File: src/rtl/adcr_pkg.sv
package adcr_pkg;

  // Converter serial timing limits
  localparam int unsigned SCLK_MIN_KHZ = 10;
  localparam int unsigned SCLK_MAX_KHZ = 600;
  localparam int unsigned CS_HIGH_MIN_NS = 220;
  localparam int unsigned SETUP_MIN_NS = 350;

  // Frame layout: start, mode, channel, then one settling clock
  localparam int unsigned ADDR_RISES = 3;
  localparam int unsigned SETTLE_IDX = ADDR_RISES;

  typedef enum logic [1:0] {
    ST_IDLE,
    ST_SETUP,
    ST_SHIFT,
    ST_GUARD
  } rd_state_e;

  function automatic int unsigned ceil_div(int unsigned num, int unsigned den);
    return (num + den - 1) / den;
  endfunction

  function automatic int unsigned max2(int unsigned a, int unsigned b);
    return (a > b) ? a : b;
  endfunction

  function automatic int unsigned clamp_khz(int unsigned khz);
    if (khz < SCLK_MIN_KHZ) return SCLK_MIN_KHZ;
    if (khz > SCLK_MAX_KHZ) return SCLK_MAX_KHZ;
    return khz;
  endfunction

  // System cycles per sclk phase; equal phases give a 50 % duty cycle
  function automatic int unsigned half_cycles(int unsigned khz, int unsigned period_ns);
    int unsigned half_ns;
    half_ns = ceil_div(500000, clamp_khz(khz));
    return max2(1, ceil_div(half_ns, period_ns));
  endfunction

  // Cycles that cover a minimum interval in ns
  function automatic int unsigned guard_cycles(int unsigned ns, int unsigned period_ns);
    return max2(1, ceil_div(ns, period_ns));
  endfunction

  // Frame length in rising edges for a code of the given width
  function automatic int unsigned frame_rises(int unsigned data_w);
    return ADDR_RISES + 1 + data_w + (data_w - 1);
  endfunction

endpackage

File: src/rtl/adcr_sclk_gen.sv
module adcr_sclk_gen #(
  parameter int unsigned HALF = 100
) (
  input  logic clk,
  input  logic rst_n,
  input  logic en,
  output logic sclk,
  output logic rise,
  output logic fall
);

  localparam int unsigned CW = $clog2(HALF + 1);

  logic [CW-1:0] cnt;
  logic          tick;

  assign tick = en && (cnt == CW'(HALF - 1));
  assign rise = tick && !sclk;
  assign fall = tick && sclk;

  always_ff @(posedge clk) begin
    if (!rst_n) begin
      cnt  <= '0;
      sclk <= 1'b0;
    end else if (!en) begin
      cnt  <= '0;
      sclk <= 1'b0;
    end else if (tick) begin
      cnt  <= '0;
      sclk <= ~sclk;
    end else begin
      cnt <= cnt + 1'b1;
    end
  end

endmodule

File: src/rtl/adcr_capture.sv
module adcr_capture #(
  parameter int unsigned DATA_W = 8,
  parameter int unsigned IW     = 5
) (
  input  logic              clk,
  input  logic              rst_n,
  input  logic              clear,
  input  logic              rise,
  input  logic [IW-1:0]     idx,
  input  logic              do_in,
  output logic [DATA_W-1:0] msb_word,
  output logic [DATA_W-2:0] lsb_echo,
  output logic              settle_bit
);

  import adcr_pkg::*;

  localparam int unsigned MSB_LO = SETTLE_IDX + 1;
  localparam int unsigned MSB_HI = MSB_LO + DATA_W - 1;
  localparam int unsigned LSB_LO = MSB_HI + 1;
  localparam int unsigned LSB_HI = LSB_LO + DATA_W - 2;

  logic in_settle, in_msb, in_lsb;

  assign in_settle = (idx == IW'(SETTLE_IDX));
  assign in_msb    = (idx >= IW'(MSB_LO)) && (idx <= IW'(MSB_HI));
  assign in_lsb    = (idx >= IW'(LSB_LO)) && (idx <= IW'(LSB_HI));

  always_ff @(posedge clk) begin
    if (!rst_n || clear) begin
      msb_word   <= '0;
      lsb_echo   <= '0;
      settle_bit <= 1'b0;
    end else if (rise) begin
      if (in_settle) settle_bit <= do_in;
      if (in_msb)    msb_word   <= {msb_word[DATA_W-2:0], do_in};
      // bit 1 arrives first and ends up in lsb_echo[0]
      if (in_lsb)    lsb_echo   <= {do_in, lsb_echo[DATA_W-2:1]};
    end
  end

endmodule

File: src/rtl/adc_serial_reader.sv
module adc_serial_reader
  import adcr_pkg::*;
#(
  parameter int unsigned CLK_PERIOD_NS = 10,
  parameter int unsigned SCLK_KHZ      = 250,
  parameter int unsigned DATA_W        = 8
) (
  input  logic              clk,
  input  logic              rst_n,
  input  logic              req_valid,
  output logic              req_ready,
  input  logic              req_chan,
  input  logic              req_diff,
  output logic              cs_n,
  output logic              sclk,
  output logic              di,
  input  logic              do_in,
  output logic              done,
  output logic [DATA_W-1:0] result,
  output logic              mismatch,
  output logic              settle_err
);

  localparam int unsigned HALF    = half_cycles(SCLK_KHZ, CLK_PERIOD_NS);
  localparam int unsigned SU_CYC  = guard_cycles(SETUP_MIN_NS, CLK_PERIOD_NS);
  localparam int unsigned CSH_CYC = guard_cycles(CS_HIGH_MIN_NS, CLK_PERIOD_NS);
  localparam int unsigned FRAME   = frame_rises(DATA_W);
  localparam int unsigned IW      = $clog2(FRAME + 1);
  localparam int unsigned GW      = $clog2(max2(SU_CYC, CSH_CYC) + 1);

  rd_state_e         state;
  logic [GW-1:0]     gcnt;
  logic [IW-1:0]     rcnt;
  logic              chan_q, diff_q;

  // Named internal events
  logic              accept;
  logic              sclk_en;
  logic              rise, fall;
  logic              frame_last_fall;
  logic              setup_over, guard_over;
  logic              echo_mismatch;
  logic [DATA_W-1:0] msb_word;
  logic [DATA_W-2:0] lsb_echo;
  logic              settle_bit;

  assign req_ready       = (state == ST_IDLE);
  assign accept          = req_valid && req_ready;
  assign sclk_en         = (state == ST_SHIFT);
  assign frame_last_fall = fall && (rcnt == IW'(FRAME));
  assign setup_over      = (gcnt == GW'(SU_CYC - 1));
  assign guard_over      = (gcnt == GW'(CSH_CYC - 1));
  assign echo_mismatch   = (msb_word[DATA_W-1:1] != lsb_echo);

  adcr_sclk_gen #(.HALF(HALF)) u_sclk_gen (
    .clk  (clk),
    .rst_n(rst_n),
    .en   (sclk_en),
    .sclk (sclk),
    .rise (rise),
    .fall (fall)
  );

  adcr_capture #(.DATA_W(DATA_W), .IW(IW)) u_capture (
    .clk       (clk),
    .rst_n     (rst_n),
    .clear     (accept),
    .rise      (rise),
    .idx       (rcnt),
    .do_in     (do_in),
    .msb_word  (msb_word),
    .lsb_echo  (lsb_echo),
    .settle_bit(settle_bit)
  );

  always_ff @(posedge clk) begin
    if (!rst_n) begin
      state      <= ST_IDLE;
      gcnt       <= '0;
      rcnt       <= '0;
      chan_q     <= 1'b0;
      diff_q     <= 1'b0;
      cs_n       <= 1'b1;
      di         <= 1'b0;
      done       <= 1'b0;
      result     <= '0;
      mismatch   <= 1'b0;
      settle_err <= 1'b0;
    end else begin
      done <= 1'b0;
      unique case (state)
        ST_IDLE: begin
          if (accept) begin
            chan_q <= req_chan;
            diff_q <= req_diff;
            cs_n   <= 1'b0;
            di     <= 1'b1;          // start bit
            gcnt   <= '0;
            rcnt   <= '0;
            state  <= ST_SETUP;
          end
        end
        ST_SETUP: begin
          if (setup_over) begin
            gcnt  <= '0;
            state <= ST_SHIFT;
          end else begin
            gcnt <= gcnt + 1'b1;
          end
        end
        ST_SHIFT: begin
          if (rise) rcnt <= rcnt + 1'b1;
          if (fall) begin
            if (rcnt == IW'(1))      di <= ~diff_q;  // mode: 1 = single-ended
            else if (rcnt == IW'(2)) di <= chan_q;   // channel select
            else                     di <= 1'b0;
          end
          if (frame_last_fall) begin
            cs_n       <= 1'b1;
            done       <= 1'b1;
            result     <= msb_word;
            mismatch   <= echo_mismatch;
            settle_err <= settle_bit;
            gcnt       <= '0;
            state      <= ST_GUARD;
          end
        end
        ST_GUARD: begin
          if (guard_over) state <= ST_IDLE;
          else            gcnt  <= gcnt + 1'b1;
        end
        default: state <= ST_IDLE;
      endcase
    end
  end

endmodule

File: config.mk
export PLATFORM = sky130hd
export DESIGN_NAME = adc_serial_reader
export DESIGN_NICKNAME = d
export VERILOG_FILES = /design/src/rtl/adcr_pkg.sv /design/src/rtl/adcr_sclk_gen.sv /design/src/rtl/adcr_capture.sv /design/src/rtl/adc_serial_reader.sv
export SDC_FILE = /design/constraint.sdc
export NUM_CORES = 1
export LEC_CHECK = 0
export BUFFER_PORTS_ARGS = -buffer_cell sky130_fd_sc_hd__buf_2
export CORE_MARGIN = 5
export CORE_UTILIZATION = 40
export DETAILED_ROUTE_END_ITERATION = 8
export SLEW_MARGIN = 20
export SYNTH_ARGS = -nofsm -noshare
export SYNTH_HDL_FRONTEND = slang
export SYNTH_SLANG_ARGS = --single-unit
File: constraint.sdc
create_clock -name clk -period 2 [get_ports clk]
set_clock_uncertainty 0.15 [all_clocks]
set_input_delay 0.3 -clock clk [delete_from_list [all_inputs] [get_ports clk]]
set_output_delay 0.3 -clock clk [all_outputs]
set_load 0.01 [all_outputs]
# --- After elaboration in Yosys (flattened, before gate mapping) ---
# Cells that the tools add are included.
word_totals:
  ff_bits: 53
  input_bits: 6
  elab_cells: 91
op_classes:
  addsub: 3
  n_lt_le_gt_ge: 4
  n_eq_ne: 18
  mux: 22
  bitwise: 4
  n_reduce_logical: 24
ops:
  columns: ["cell", "count"]
  rows:
  - ["6-bit 2-to-1 mux", 4]
  - ["6-bit one-hot mux with 4 select lines", 1]
  - ["2-bit != test (second input constant)", 6]
  - ["2-bit AND reduction", 6]
  - ["3-bit AND reduction", 4]
  - ["5-bit by 2-bit == test with 1-bit output (second input constant)", 2]
  - ["5-bit 2-to-1 mux", 2]
  - ["5-bit one-hot mux with 2 select lines", 1]
  - ["8-bit by 1-bit adder with 8-bit output (second input constant)", 1]
  - ["8-bit == test (second input constant)", 1]
  - ["2-bit 2-to-1 mux", 4]
  - ["2-bit one-hot mux with 4 select lines", 1]
  - ["1-bit logical AND", 7]
  - ["1-bit 2-to-1 mux", 7]
  - ["7-bit != test", 1]
  - ["6-bit by 1-bit adder with 6-bit output (second input constant)", 1]
  - ["6-bit by 5-bit == test with 1-bit output (second input constant)", 1]
  - ["6-bit == test (second input constant)", 1]
  - ["5-bit by 1-bit adder with 5-bit output (second input constant)", 1]
  - ["5-bit by 1-bit == test with 1-bit output (second input constant)", 1]
  - ["5-bit == test (second input constant)", 1]
  - ["5-bit by 3-bit >= comparator with 1-bit output (second input constant)", 1]
  - ["5-bit by 4-bit >= comparator with 1-bit output (second input constant)", 1]
  - ["5-bit by 4-bit <= comparator with 1-bit output (second input constant)", 1]
  - ["other kinds (12)", 18]

# --- Logic depth before layout (Yosys ltp) ---
depth:
  ltp_word: 6
  depth_mapped: 8

# --- Cells and area by module ---
# From an unflattened synthesis, not the netlist that was laid out.
hier_totals:
  hier_cells: 288
  area_unflattened_um2: 2590.0
modules_own_cells:
  columns: ["mod", "instances", "cells_each", "area_each_um2"]
  rows:
  - ["adc_serial_reader", 1, 171, 1505.2]
  - ["adcr_capture", 1, 73, 684.4]
  - ["adcr_sclk_gen", 1, 44, 400.4]

# --- Worst setup path before layout ---
# Ideal clock, no wire load.
synth_timing:
  path_kind: "register to register"
  from: "register u_sclk_gen.cnt[0]"
  to: "register state[0]"
  setup_time_ns: 0.072
  arrival_time_ns: 1.826
  required_ns: 1.778
  slack_ns: -0.047
  stages_incl_launch_ff: 6
  path_buffers: 0
  path_cell_list: "dfxtp_1 ha_1 nand4b_2 o41a_4 a2111oi_4 mux2i_1"
synth_via:
  elab_chain_cells: 6
synth_lines:
  columns: ["item", "line_no", "text"]
  rows:
  - ["start, declared", "adcr_sclk_gen.sv:14", "logic [CW-1:0] cnt;"]
  - ["start signal, assigned", "adcr_sclk_gen.sv:32", "cnt <= cnt + 1'b1;"]
  - ["8-bit == test", "adcr_sclk_gen.sv:17", "assign tick = en && (cnt == CW'(HALF - 1));"]
  - ["1-bit logical AND", "adcr_sclk_gen.sv:17", null]
  - ["1-bit logical AND", "adcr_sclk_gen.sv:19", "assign fall = tick && sclk;"]
  - ["1-bit logical AND", "adc_serial_reader.sv:50", "assign frame_last_fall = fall && (rcnt == IW'(FRAME));"]
  - ["2-bit != test (no line)", null, null]
  - ["4-bit AND reduction (no line)", null, null]
  - ["end signal, assigned", "adc_serial_reader.sv:78", "state <= ST_IDLE;"]
  - ["end signal, assigned", "adc_serial_reader.sv:100", "state <= ST_SETUP;"]
  - ["end signal, assigned", "adc_serial_reader.sv:106", "state <= ST_SHIFT;"]
  - ["end, declared", "adc_serial_reader.sv:31", "rd_state_e state;"]
# No other way between the ends.
# A chain may end at the register's enable or synchronous reset.

# --- Worst setup path after layout ---
layout_timing:
  from: "register u_sclk_gen.cnt[0]"
  to: "register gcnt[4]"
layout_via:
  elab_chain_cells: 6
layout_lines:
  columns: ["item", "line_no", "text"]
  rows:
  - ["8-bit == test", "adcr_sclk_gen.sv:17", null]
  - ["1-bit logical AND", "adcr_sclk_gen.sv:17", null]
  - ["1-bit logical AND", "adcr_sclk_gen.sv:19", null]
  - ["1-bit logical AND", "adc_serial_reader.sv:50", null]
  - ["2-bit != test (no line)", null, null]
  - ["3-bit AND reduction (no line)", null, null]
  - ["end signal, assigned", "adc_serial_reader.sv:108", "gcnt <= gcnt + 1'b1;"]
  - ["end signal, assigned", "adc_serial_reader.sv:130", "else gcnt <= gcnt + 1'b1;"]
  - ["end, declared", "adc_serial_reader.sv:32", "logic [GW-1:0] gcnt;"]
# No other way between the ends.

==> impl_metrics.toml <==
[drt]
ant_nets = 0
via_per_inst = 5.313
drt_iter0_markers = 100
wl_mm = 6.169
drc_errors = 0
dr_total_vias = 2274
wl_per_cell_um = 14.41
firstDrtPassIters = 4

[global_route]
grt_max_degree = 19
antenna_found_initial = 0
grtUsageTotal_pct = 15.17
grt_pass1_wl_mm = 10.50
grt_remaining_overflow = 0
grt_pass1_vias = 2204

[clocking]
clk-insertion-delay-late_ns = 0.32
cts_sinks = 53
holdBufCountCts = 0
cts_tree = "built"
cts_inserted_buffers = 5
h-tree-depth = 2
cts-root-buf = "clkbuf_8"
clk_pin_slew_ns = 0.11
cts_buffer_depth = 2

[die]
start_util_pct = 41.28
io_pins = 21
die-area_mm2 = 0.008272
core.rowCount = 29
core-area_mm2 = 0.006350
die_w_um = 90.95
fp.dieH_um = 90.95

[synthesis]
syn_area_mm2 = 0.002621
async_reset_ff_share_pct = 0
ys_seq_elements = 53
synth_edf_count = 0
synthDistinctLibCells = 57
synth_area_leaders = "dfxtp_1 40%, mux2i_1 8.4%, ha_1 5.7%"
avgSynthCellArea_um2 = 9.133
synth_nets = 305
syn_inst = 287
synth_flop_cell = "dfxtp_1"
ys_seq_area_share_pct = 40.48
ys_warn_count = 0
synth.largest_area_cell = "dfxtp_1"
yosysTopAreaCellShare_pct = 40.48

[timing]
setup_viol = 1
slew_viol_final = 0
slew_headroom_pct = 59.96
finalCriticalPeriod_ns = 2.009
fmax_mhz = 497.9
worstMarginPinSlew_ns = 0.5926
worst_slack_ns = -0.008586
hold_violations = 0
grt_setup_unrepaired = "true"
setup_tns_ns = -0.008586
fin_crit_sh_pct = 100.4

[min_path]
min_path_cells = 3
hold_class = "in -> reg"
hp-start = "req_diff"

[final_layout]
final_util_pct = 53.26
antenna_cells = 0
final_common_cell = "dfxtp_1"
layout_common_cells = "47 x dfxtp_1, 42 x buf_4, 33 x nand2_1"
drive_above_1_share_pct = 29.06
nets = 368
syn_to_final_growth_pct = 29.02

[placed_design]
gp_congestion = 0.8033
hpwl_mm = 4.463
portBuffers = 20

[power_and_ir_drop]
vdd_drop_max_mv = 0.5794
p_leak_nw = 1.346
cellPowerDensity_mw_per_mm2 = 804.9

[setup_path]
rr_startpoint = "u_sclk_gen.cnt[0]$_SDFF_PP0_"
critical_path_class = "reg -> reg"
rrSetupSlack_ns = -0.009
worstSetupEndpointType = "flip-flop"
arrival_ns = 2.08
startpoint_type = "flip-flop"
reg2reg_depth = 6
critical_path.max_fanout = 4
critPathRequiredTime_ns = 2.07
critPathLaunch = "u_sclk_gen.cnt[0]$_SDFF_PP0_"

[job]
drv_cap = 0

[run_status]
violations = "negative setup slack"
status = "complete, but fails checks"
-- final timing paths --
| path | endpoint |
|---|---|
| setup / recovery | gcnt[4]$_SDFFE_PN0P_ |
| hold / removal | diff_q$_SDFFE_PN0P_ |
| setup reg to reg | gcnt[4]$_SDFFE_PN0P_ |
| hold reg to reg | chan_q$_SDFFE_PN0P_ |
-- repair_timing --
action | 4_1_cts | 5_1_grt
buffers inserted | 3 | 2
gates resized for setup | 15 | 13
gates cloned | 0 | 1
pin swaps | 5 | 2
setup endpoints to repair | 19 | 31
-- per-layer routing --
layer	global-route usage, %	vias to the layer above	share of wire [%]
li1	-	1157	-
met1	19.71	1078	47
met2	24.70	33	48
met3	3.967	6	3.5
met4	4.645	0	1.1
met5	0	-	0
-- metrics by stage --
stage | hold WS (ns) | cell area, um^2 | total power [mW] | setup WS (ns) | cells
finish | 0.08958 | 3382 | 2.722 | -0.008586 | 428
global route | 0.08546 | 3382 | 2.887 | -0.07226 | 428
CTS | 0.08168 | 3281 | 2.703 | -0.03678 | 425
detailed placement | 0.3002 | 3094 | 2.012 | -0.08772 | 414
global placement | 0.2987 | 3094 | 2.004 | -0.01763 | 414
floorplan | 0.2860 | 2634 | 1.661 | 0.0004931 | 287
-- cell usage after synthesis, types with 2 or more instances --
cell / number
nand3_1: 18
inv_1: 8
o21ai_1: 2
a31oi_1: 2
and3_1: 3
nand2b_1: 3
nor2b_1: 2
o22ai_1: 2
nor4_1: 2
xnor2_1: 4
o21ai_0: 13
o31ai_1: 2
dfxtp_1: 53
ha_1: 12
xor2_1: 9
nor3b_1: 3
or3_1: 4
nor2_1: 20
nor3_1: 4
mux2i_1: 22
clkbuf_1: 6
or4_1: 2
a211oi_1: 3
nand4bb_1: 2
a32o_1: 3
nand2_1: 33
buf_2: 3
a21oi_1: 18
-- logic make-up (layout without fill, tap and decap cells) --
logic type / count (synthesis) / after routing / synth area share [%]
AOI/OAI and AO/OA: 60 / 60 / 16.47
DFF: 53 / 53 / 40.48
muxes: 22 / 22 / 8.401
xor gates and xnor gates: 13 / 13 / 4.344
and+or+nand+nor: 107 / 107 / 21.29
buffers and inverters: 20 / 84 / 3.293
adders and majority gates: 12 / 12 / 5.728
-- sequential cells by signal (all words and copies together) (netlist names) --
| register | flops |
|---|---|
| result | 8 |
| u_capture.msb_word | 8 |
| u_capture.settle_bit | 1 |
| done | 1 |
| settle_err | 1 |
| mismatch | 1 |
| di | 1 |
| u_sclk_gen.cnt | 8 |
| diff_q | 1 |
| gcnt | 6 |
| chan_q | 1 |
| cs_n | 1 |
| state | 2 |
| rcnt | 5 |
| u_sclk_gen.sclk | 1 |
| u_capture.lsb_echo | 7 |
-- report_power, final --
part,total (mW),internal (mW),switching (mW)
clock network,0.656,0.256,0.400
registers,1.16,1.11,0.0471
logic,0.909,0.450,0.459
total,2.72,1.82,0.907
-- worst max-delay path: stages (launching register included) --
cell and delay, ns:
dfxtp_2 0.37, ha_4 0.16, nand4b_4 0.12, o41a_4 0.53, buf_6 0.13, a211o_1 0.21
a32o_1 0.25
-- area by class of cell --
cell class	count	area (um^2)
well taps	77	96.34
inverters	10	37.54
flip-flops and latches	53	1069
clock inverters	3	26.28
fillers	577	2968
clock buffers	5	68.82
multi-input cells	214	1612
repair buffers	66	473.0
(Power assumes the default switching activity.)
